==> src/rtl/wrap_burst_seq.sv <==
`timescale 1ns/1ps
module wrap_burst_seq #(
  parameter int SHORT_BL = 4,
  parameter int LONG_BL  = 8
) (
  input  logic                         clk,
  input  logic                         rst_n,
  input  logic                         req_valid,
  output logic                         req_ready,
  input  logic [$clog2(LONG_BL)-1:0]   req_off,
  input  logic [$clog2(LONG_BL):0]     req_size,
  input  logic                         req_write,
  input  logic                         req_bl8,
  output logic                         req_err,
  output logic                         beat_valid,
  output logic [$clog2(LONG_BL)-1:0]   beat_idx,
  output logic                         beat_keep,
  output logic                         beat_we,
  output logic                         beat_last
);
  localparam int IW = $clog2(LONG_BL);
  localparam int SW = IW + 1;
  localparam logic [IW-1:0] SHORT_MAX = IW'(SHORT_BL - 1);
  localparam logic [IW-1:0] LONG_MAX  = IW'(LONG_BL - 1);

  logic          busy, err_q, wr_q, long_q;
  logic [IW-1:0] off_q, cnt;
  logic [SW-1:0] size_q;

  wire [SW:0]    bl_in   = req_bl8 ? (SW+1)'(LONG_BL) : (SW+1)'(SHORT_BL);
  wire [SW:0]    end_in  = (SW+1)'(req_off) + (SW+1)'(req_size);
  wire           fits    = (req_size != '0) && (end_in <= bl_in);
  wire           accept  = req_valid && !busy;
  wire [IW-1:0]  wrap    = long_q ? LONG_MAX : SHORT_MAX;
  wire           at_end  = (cnt == wrap);

  always_ff @(posedge clk or negedge rst_n) begin
    if (!rst_n) begin
      busy   <= 1'b0;
      err_q  <= 1'b0;
      wr_q   <= 1'b0;
      long_q <= 1'b0;
      off_q  <= '0;
      size_q <= '0;
      cnt    <= '0;
    end else begin
      err_q <= accept && !fits;
      if (accept && fits) begin
        busy   <= 1'b1;
        cnt    <= '0;
        off_q  <= req_off;
        size_q <= req_size;
        wr_q   <= req_write;
        long_q <= req_bl8;
      end else if (busy) begin
        if (at_end) busy <= 1'b0;
        else        cnt  <= cnt + 1'b1;
      end
    end
  end

  assign req_ready  = !busy;
  assign req_err    = err_q;
  assign beat_valid = busy;
  assign beat_idx   = (off_q + cnt) & wrap;
  assign beat_keep  = busy && ({1'b0, cnt} < size_q);
  assign beat_we    = beat_keep && wr_q;
  assign beat_last  = busy && at_end;
endmodule

==> config.mk <==
export PLATFORM = sky130hd
export DESIGN_NAME = wrap_burst_seq
export DESIGN_NICKNAME = d
export VERILOG_FILES = /design/src/rtl/wrap_burst_seq.sv
export SDC_FILE = /design/constraint.sdc
export NUM_CORES = 1
export LEC_CHECK = 0
export BUFFER_PORTS_ARGS = -buffer_cell sky130_fd_sc_hd__buf_2
export CORE_ASPECT_RATIO = 1.4
export CORE_MARGIN = 2
export CORE_UTILIZATION = 45
export DETAILED_ROUTE_END_ITERATION = 8
export HOLD_SLACK_MARGIN = 0.05
export PLACE_DENSITY_LB_ADDON = 0.3
export SYNTH_ARGS = -nofsm -noshare
export SYNTH_HDL_FRONTEND = slang
export SYNTH_SLANG_ARGS = --single-unit
==> constraint.sdc <==
create_clock -name clk -period 3.9 [get_ports clk]
set_input_delay 0.195 -clock clk [delete_from_list [all_inputs] [get_ports clk]]
set_output_delay 0.195 -clock clk [all_outputs]
set_load 0.01 [all_outputs]
==> results.json, run 1 <==
{
  "cp_slowest_cell": "mux2_4",
  "placed_cells": 123,
  "slew_violations": 0,
  "tightest_slew_ns": 0.4590,
  "reg2reg_depth": 5,
  "fin_crit_sh_pct": 59.46,
  "setup_viol": 0,
  "grtUsageTotal_pct": 15.57,
  "start_kind": "input port",
  "ctsLongestPathBuffers": 2,
  "gp_congestion": 0.7281,
  "yosys-top-cells-area": "dfrtp_1 (39%), ha_1 (12%), mux2_4 (6.6%)",
  "post_cts_buffers": 0,
  "finalSetupTns_ns": 0,
  "ant_nets": 0,
  "fillers": 183,
  "grt_pass1_wl_mm": 2.746,
  "regArea_um2": 350.3,
  "synth_top_area_share_pct": 38.67,
  "syn_area_per_cell_um2": 10.91,
  "io_buffers": 20,
  "pin_count": 21,
  "synthAdderAreaFrac_pct": 16.85,
  "die_h_um": 57.09,
  "cts_inserted_buffers": 3,
  "root_buffer": "clkbuf_4",
  "min-delay-start": "req_write",
  "final_cell_mix": "buf_2 (20), dfrtp_1 (14), inv_1 (13)",
  "synth-compound-area-share_pct": 6.768,
  "clkSlewWorstSetupHoldPaths_ns": 0.08,
  "holdPathStages": 2,
  "rows": 19,
  "power_density_mw_per_mm2": 710.7,
  "netlist_instances": 83,
  "fp.dieW_um": 41.92,
  "area_delta_synth_final_pct": 16.30,
  "finalNonFillerCells": 127,
  "timing.rr.start": "cnt[0]$_DFFE_PN0P_",
  "hold_buffers": 1,
  "critPathKind": "input port to register",
  "worstPathArrival_ns": 2.48,
  "synth_xor_area_share_pct": 5.801,
  "critical-path-max-stage-delay_ns": 0.43,
  "reg2reg_slack_ns": 2.35,
  "final_common_cell": "buf_2",
  "grt.overflow.total": 0,
  "cts_tree": "built",
  "rsz0062_at_grt": "false",
  "drt_pass1_iterations": 3,
  "synthSimpleGateAreaFrac_pct": 11.46,
  "min_to": "wr_q$_DFFE_PN0P_",
  "max_freq_ghz": 0.4313,
  "drv_cap": 0,
  "post_cts_resized": 0,
  "avgRoutedWirePerCell_um": 12.51,
  "grt_max_degree": 15,
  "cp.required_ns": 4.06,
  "synth_mux_area_share_pct": 13.81,
  "reg2reg_to": "cnt[1]$_DFFE_PN0P_",
  "yosysWarnings": 0,
  "first_iter_violations": 14,
  "syn_nets": 106,
  "status": "finished clean",
  "antenna_found_initial": 0,
  "min_period_ns": 2.319,
  "viasPerCell": 5.071,
  "fin_skew_ns": 0.001148,
  "peakVddDrop_mv": 0.2820,
  "end_kind": "register",
  "utilization_pct": 54.71,
  "finalHoldViolations": 0,
  "start_util_pct": 47.04,
  "multi_input_area_um2": 495.5,
  "worstHoldPathType": "input port to register",
  "core_mm2": 0.001926,
  "path_common_cell": "ha_1",
  "nets": 131,
  "htree_levels": 1,
  "synthesis.area_um2": 905.9,
  "clk_latency_ns": 0.27,
  "die_area_mm2": 0.002393,
  "crit_chain": "buf_2 -> ha_1 -> a21o_1 -> a21oi_1 -> xnor2_1 -> ha_1 -> nor2b_1 -> o21ai_1 -> nand4_2 -> mux2_4",
  "synth_cell_types": 26,
  "yosys.area.top_type": "dfrtp_1",
  "dp_hpwl_mm": 1.307,
  "vias": 644,
  "worst_slack_ns": 1.581,
  "dpl_worst_slack_ns": 1.256,
  "slew_headroom_pct": 69.33,
  "drc": 0,
  "synth_top_family_by_area": "adder cells",
  "grt_pass1_vias": 654,
  "antenna_cells": 0,
  "drive_above_1_share_pct": 29.25,
  "ys_seq_area_share_pct": 38.67,
  "crit_fanout": 13,
  "clock_sink_count": 14,
  "ys_ff_latch": 14,
  "p_leak_nw": 0.5890,
  "wirelength_mm": 1.589
}
-- flip-flops by register name (all words and copies together) (netlist names) --
| signal | cells |
|---|---|
| beat_valid | 1 |
| size_q | 4 |
| req_err | 1 |
| wr_q | 1 |
| long_q | 1 |
| off_q | 3 |
| cnt | 3 |
-- stage by stage --
| step | hold slack (ns) | instance area, µm² | power, W |
|---|---|---|---|
| 2_1_floorplan | -0.1006 | 905.9 | 0.0005586 |
| 3_3_place_gp | 0.1019 | 1021 | 0.0006661 |
| 3_5_place_dp | 0.1141 | 1021 | 0.0006797 |
| 4_1_cts | 0.1530 | 1054 | 0.0007637 |
| 5_1_grt | 0.1497 | 1054 | 0.0008178 |
| 6_report | 0.1574 | 1054 | 0.0007487 |
-- power by group --
group          internal (W)  switching (W)
sequential         0.000215      0.0000554
combinational      0.000210       0.000189
clock             0.0000357      0.0000433
total              0.000461       0.000287
-- worst max-delay path by stage --
stage | to | from | cells after the start
after floorplan | off_q[0]$_DFFE_PN0P_ | req_off[1] | 10
after global placement | off_q[0]$_DFFE_PN0P_ | req_off[1] | 10
after detailed placement | size_q[3]$_DFFE_PN0P_ | req_off[1] | 10
after CTS | size_q[3]$_DFFE_PN0P_ | req_off[1] | 10
after global routing | off_q[2]$_DFFE_PN0P_ | req_off[1] | 10
final | off_q[2]$_DFFE_PN0P_ | req_off[1] | 10
-- area by class of cell --
cell class / count / area share, %
Clock buffer: 3 / 2.138
Sequential cell: 14 / 33.25
Timing Repair Buffer: 21 / 10.45
Tap cell: 21 / 2.494
Inverter: 13 / 4.632
Multi-Input combinational cell: 55 / 47.03
-- metal layers --
layer / GRT usage (%) / vias to the layer above / share of wire, %
li1: - / 324 / -
met1: 16.94 / 300 / 43
met2: 27.46 / 16 / 52
met3: 1.899 / 4 / 3.2
met4: 11.06 / 0 / 2.5
met5: 0 / - / 0
-- Yosys cell counts --
library cell,number
inv_1,13
xor2_1,3
nor2_1,1
nand2_1,5
and2_1,3
ha_1,9
mux2i_1,2
a21oi_1,3
nand2b_1,2
xnor2_1,3
mux2_1,1
mux2_4,4
a21boi_1,1
dfrtp_1,14
nand4_2,1
nor2b_1,2
a21o_1,3
buf_6,1
mux2_2,3
nand4b_1,1
fa_1,2
and3_1,1
nand3_1,1
o21ai_1,2
nor3_1,1
o22ai_1,1
-- worst max-delay path: cells and delay by family --
kind                     cells  cell delay (ns)
adder cells (fa/ha/maj)      2             0.54
AND/OR/NAND/NOR              2             0.54
AO/OA/AOI/OAI                3             0.53
multiplexers                 1             0.43
XOR/XNOR                     1             0.14
buffers and inverters        1             0.11
-- cells by family after synthesis --
kind of cell	after synthesis
buffers and inverters	14
and+or+nand+nor	18
xor gates and xnor gates	6
DFF	14
muxes	10
AOI/OAI and AO/OA	10
adders and majority gates	11
Note: power is estimated with default switching activity, not from simulation.
==> run 2, diff against run 1 <==
==> constraint.sdc (replaced) <==
create_clock -name clk -period 2.2 [get_ports clk]
set_input_delay 0.11 -clock clk [delete_from_list [all_inputs] [get_ports clk]]
set_output_delay 0.11 -clock clk [all_outputs]
set_load 0.01 [all_outputs]
==> run 2 against run 1 <==
Flip-flop and latch count is the same. Clock skew grew 0.0029 ns. Total power grew 86%. Design area grew 6.1%. Largest power group unchanged. Utilization grew 3.3 points.
==> results.json, run 2 (synthesis results as in run 1) <==
{
  "status": "finished clean",
  "regArea_um2": 350.3,
  "peakVddDrop_mv": 0.4878,
  "antenna_cells": 0,
  "clock_sink_count": 14,
  "cts_tree": "built",
  "antenna_found_initial": 0,
  "post_dp_cell_area_mm2": 0.001071,
  "slew_violations": 0,
  "power_density_mw_per_mm2": 1243,
  "grt.overflow.total": 0,
  "finalHoldViolations": 0,
  "rsz0062_at_grt": "false",
  "dp_hpwl_mm": 1.329,
  "largest_registers": "size_q x4, cnt x3, off_q x3",
  "path_common_cell": "ha_1",
  "finalSetupTns_ns": 0,
  "cts_inserted_buffers": 3,
  "ant_nets": 0,
  "fp.dieW_um": 41.92,
  "crit_chain": "buf_2 -> ha_1 -> a21o_1 -> a21oi_1 -> xnor2_1 -> ha_1 -> nor2b_1 -> o21ai_1 -> nand4_2 -> buf_12 -> mux2_4",
  "crit_start": "req_off[1]",
  "largest_reg_flops": 4,
  "regMostFlops": "size_q",
  "power.total_w": 0.001389,
  "grt_pass1_vias": 621,
  "critical-path-max-stage-delay_ns": 0.29,
  "cp.required_ns": 2.36,
  "die_h_um": 57.09,
  "tightest_slew_ns": 0.3064,
  "fin_crit_sh_pct": 90.09,
  "slew_headroom_pct": 79.57,
  "final_common_cell": "buf_2",
  "end_kind": "register",
  "crit_fanout": 12,
  "drive_above_1_share_pct": 33.04,
  "max_freq_ghz": 0.5045,
  "final_cell_mix": "buf_2 (20), dfrtp_1 (14), inv_1 (13)",
  "fillers": 163,
  "multi_input_area_um2": 495.5,
  "cp_slowest_cell": "mux2_4",
  "finalNonFillerCells": 133,
  "worstPathArrival_ns": 2.15,
  "drv_cap": 0,
  "start_kind": "input port",
  "final_cell_area_mm2": 0.001117,
  "die_area_mm2": 0.002393,
  "htree_levels": 1,
  "first_iter_violations": 8,
  "reg2reg_slack_ns": 0.62,
  "root_buffer": "clkbuf_4",
  "core_mm2": 0.001926,
  "io_buffers": 20,
  "post_cts_buffers": 0,
  "drt_pass1_iterations": 4,
  "timing.rr.start": "cnt[0]$_DFFE_PN0P_",
  "critPathKind": "input port to register",
  "vias": 677,
  "wirelength_mm": 1.524,
  "start_util_pct": 47.04,
  "min-delay-start": "req_write",
  "grt_pass1_wl_mm": 2.642,
  "clkSlewWorstSetupHoldPaths_ns": 0.09,
  "viasPerCell": 5.090,
  "worstHoldPathType": "input port to register",
  "area_delta_synth_final_pct": 23.34,
  "setup_viol": 0,
  "grt_max_degree": 15,
  "pin_count": 21,
  "drc": 0,
  "nets": 136,
  "placed_cells": 128,
  "fin_skew_ns": 0.004094,
  "clk_latency_ns": 0.28,
  "ctsLongestPathBuffers": 2,
  "min_period_ns": 1.982,
  "gp_congestion": 0.7554,
  "avgRoutedWirePerCell_um": 11.46,
  "grtUsageTotal_pct": 14.75,
  "cp_top_family": "adder cells",
  "rows": 19,
  "path_buf_inv": 2,
  "p_leak_nw": 0.6253
}
[run 2: path summary, 6_finish.rpt]
kind	endpoint	cells past startpoint
worst max-delay path	off_q[2]$_DFFE_PN0P_	11
worst min-delay path	wr_q$_DFFE_PN0P_	2
worst max register to register	cnt[1]$_DFFE_PN0P_	5
worst min register to register	wr_q$_DFFE_PN0P_	1
max in group asynchronous	cnt[0]$_DFFE_PN0P_	2
min in group asynchronous	req_err$_DFF_PN0_	2
[run 2: report_power, final]
group	switching [W]	internal [W]
combinational	0.000336	0.000391
clock	0.0000825	0.000101
sequential	0.0000968	0.000382
total	0.000516	0.000874
[run 2: final cells by class]
cell class | instances | share of cell area [%]
Clock buffer | 4 | 3.247
Inverter | 13 | 4.367
Multi-Input combinational cell | 55 | 44.34
Sequential cell | 14 | 31.36
Tap cell | 21 | 2.352
Timing Repair Buffer | 26 | 14.33
[run 2: routing by layer]
metal,vias up,part of all wire (%),global-route usage [%]
met5,-,0,0
met4,0,2.0,6.912
met3,4,3.1,1.899
met2,16,53,26.12
met1,322,42,17.49
li1,335,-,-
[run 2: through the flow]
| stage | hold WS, ns | setup WS, ns | util, % |
|---|---|---|---|
| final | 0.06262 | 0.2180 | 58.02 |
| after global routing | 0.07513 | 0.05757 | 58.02 |
| after CTS | 0.06312 | 0.1977 | 58.02 |
| after detailed placement | 0.01572 | -0.09073 | 55.62 |
| after global placement | 0.01304 | -0.06627 | 55.62 |
| after floorplan | -0.1856 | 0.07263 | - |
[run 2: what timing repair did]
action / CTS / global route
hold endpoints to repair: 14 / 0
hold buffers: 1 / 0
resized for setup: 0 / 0
==> run 3, diff against run 2 <==
--- a/config.mk
+++ b/config.mk
@@ -5,6 +5,7 @@
 export SDC_FILE = /design/constraint.sdc
 export NUM_CORES = 1
 export LEC_CHECK = 0
+export ABC_AREA = 1
 export BUFFER_PORTS_ARGS = -buffer_cell sky130_fd_sc_hd__buf_2
 export CORE_ASPECT_RATIO = 1.4
 export CORE_MARGIN = 2
==> run 3 against run 2 <==
Synthesized cell count is 54% higher. Synthesized area rose by 15%. Hold slack better by 0.050 ns. Total power grew 0.21%. Non-clock buffer count fell by 4. Die area increased by 13%. Combinational power decreased by 1%. Critical endpoint is now cnt[2]$_DFFE_PN0P_.
==> results.json, run 3 <==
{
  "status": "finished clean",
  "first_iter_violations": 10,
  "io_buffers": 20,
  "nets": 175,
  "regMostFlops": "size_q",
  "p_leak_nw": 0.6960,
  "ant_nets": 0,
  "synth_most_common_cell": "inv_1",
  "synth_edf_count": 0,
  "ys_ff_latch": 14,
  "power_density_mw_per_mm2": 1174,
  "die_area_mm2": 0.002710,
  "final_common_cell": "inv_1",
  "start_kind": "input port",
  "crit_fanout": 13,
  "viasPerCell": 4.960,
  "syn_area_per_cell_um2": 8.103,
  "slew_violations": 0,
  "synth_top_area_share_pct": 33.78,
  "crit_start": "req_size[2]",
  "yosys.area.top_type": "dfrtp_1",
  "slew_headroom_pct": 75.20,
  "reg2reg_depth": 6,
  "start_util_pct": 47.64,
  "rows": 20,
  "area_delta_synth_final_pct": 14.35,
  "antenna_cells": 0,
  "avgRoutedWirePerCell_um": 10.86,
  "largest_registers": "size_q x4, cnt x3, off_q x3",
  "drv_cap": 0,
  "netlist_instances": 128,
  "end_kind": "register",
  "setup_viol": 0,
  "synth_cell_types": 21,
  "fillers": 224,
  "antenna_found_initial": 0,
  "cts_inserted_buffers": 3,
  "tightest_slew_ns": 0.3711,
  "yosysWarnings": 0,
  "reg2reg_to": "cnt[2]$_DFFE_PN0P_",
  "synthTopCellsByCount": "inv_1 (26), nand2_1 (22), nand2_2 (17)",
  "final_cell_mix": "inv_1 (26), nand2_1 (22), buf_2 (20)",
  "worst_hold_slack_ns": 0.1131,
  "wirelength_mm": 1.878,
  "worstPathArrival_ns": 1.99,
  "grt.overflow.total": 0,
  "worst_slack_ns": 0.3675,
  "min-delay-start": "req_valid",
  "vias": 858,
  "gp_congestion": 0.7885,
  "drc": 0,
  "pin_count": 21,
  "clock_sink_count": 14,
  "cp-endpoint": "cnt[2]$_DFFE_PN0P_",
  "ctsLongestPathBuffers": 2,
  "cts_tree": "built",
  "grt_max_degree": 15,
  "grt_pass1_vias": 848,
  "grtUsageTotal_pct": 16.51,
  "dpl_worst_slack_ns": 0.05354,
  "dp_hpwl_mm": 1.595,
  "finalHoldViolations": 0,
  "drive_above_1_share_pct": 30.46,
  "min_period_ns": 1.832,
  "synth_flop_cell": "dfrtp_1",
  "finalSetupTns_ns": 0,
  "clk_latency_ns": 0.27,
  "fin_skew_ns": 0.006606,
  "max_freq_ghz": 0.5457,
  "fin_crit_sh_pct": 83.30,
  "yosys-top-cells-area": "dfrtp_1 (34%), ha_1 (11%), nand2_2 (10%)",
  "peakVddDrop_mv": 0.4284,
  "htree_levels": 1,
  "syn_nets": 151,
  "ys_seq_area_share_pct": 33.78,
  "root_buffer": "clkbuf_4",
  "core_mm2": 0.002177,
  "rsz0062_at_grt": "false",
  "drt_pass1_iterations": 4,
  "synthesis.area_mm2": 0.001037,
  "largest_reg_flops": 4,
  "async_reset_ff_share_pct": 100.0,
  "clkSlewWorstSetupHoldPaths_ns": 0.08,
  "cp.required_ns": 2.36,
  "worstHoldPathType": "input port to register",
  "reg2reg_slack_ns": 0.95,
  "timing.rr.start": "beat_valid$_DFF_PN0_",
  "fp.dieW_um": 44.58,
  "critPathKind": "input port to register",
  "die_h_um": 60.81,
  "grt_pass1_wl_mm": 3.256
}
==> run 3: area by class of cell <==
type                    count  area, µm²  share of cell area [%]
flip-flops and latches     14      350.3                   29.54
inverters                  28      107.6                   9.072
clock buffers               4      36.28                   3.059
repair buffers             22      117.6                   9.916
well taps                  22      27.53                   2.321
multi-input cells          83      546.8                   46.10
==> run 3: how the worst min path moves through the flow <==
stage | to | cells past startpoint
2_1_floorplan | beat_valid$_DFF_PN0_ | 0
3_5_place_dp | off_q[0]$_DFFE_PN0P_ | 1
5_1_grt | req_err$_DFF_PN0_ | 3
3_3_place_gp | off_q[0]$_DFFE_PN0P_ | 1
6_report | req_err$_DFF_PN0_ | 3
4_1_cts | req_err$_DFF_PN0_ | 3
==> run 3: routing by layer <==
layer	global-route usage [%]	up-vias	wire [µm]
li1	-	445	-
met5	0	-	0
met1	16.64	390	737
met2	31.88	21	1059
met4	10.39	0	27
met3	0.8929	2	54
==> run 3: logic make-up after synthesis <==
group | Yosys count | synth area share (%)
XOR/XNOR | 3 | 2.534
AO/OA/AOI/OAI | 5 | 2.775
AND/OR/NAND/NOR | 64 | 32.69
adder cells (fa/ha/maj) | 11 | 14.72
flip-flops | 14 | 33.78
buffers and inverters | 31 | 13.51
==> run 3: worst max-delay path, cell delays in order <==
cell and delay [ns]:
buf_2 0.11, ha_1 0.30, inv_1 0.06, o21ai_0 0.19, xor2_1 0.22, ha_1 0.28, inv_1 0.06, o21bai_1 0.06
nand2_1 0.20, nand3_4 0.23, nand2_1 0.13, nor2_1 0.04
==> run 3: report_power, final <==
group	total [W]	internal [W]	switching, W
combinational	0.000721	0.000305	0.000416
clock	0.000179	0.000101	0.0000782
sequential	0.000493	0.000374	0.000118
total	0.00139	0.000779	0.000613
==> run 3: stage by stage <==
stage,cell area [µm²],power [W],std cells,util (%)
after floorplan,1037,0.001024,128,-
after global placement,1140,0.001207,168,52.36
after detailed placement,1140,0.001232,168,52.36
after CTS,1186,0.001417,173,54.48
after global routing,1186,0.001540,173,54.48
final,1186,0.001392,173,54.48
==> run 3: repair_timing <==
| action | CTS | global route |
|---|---|---|
| resized for setup | 0 | 0 |
| hold endpoints to repair | 14 | 0 |
| hold buffers | 1 | 0 |
| buffers inserted | 0 | 0 |
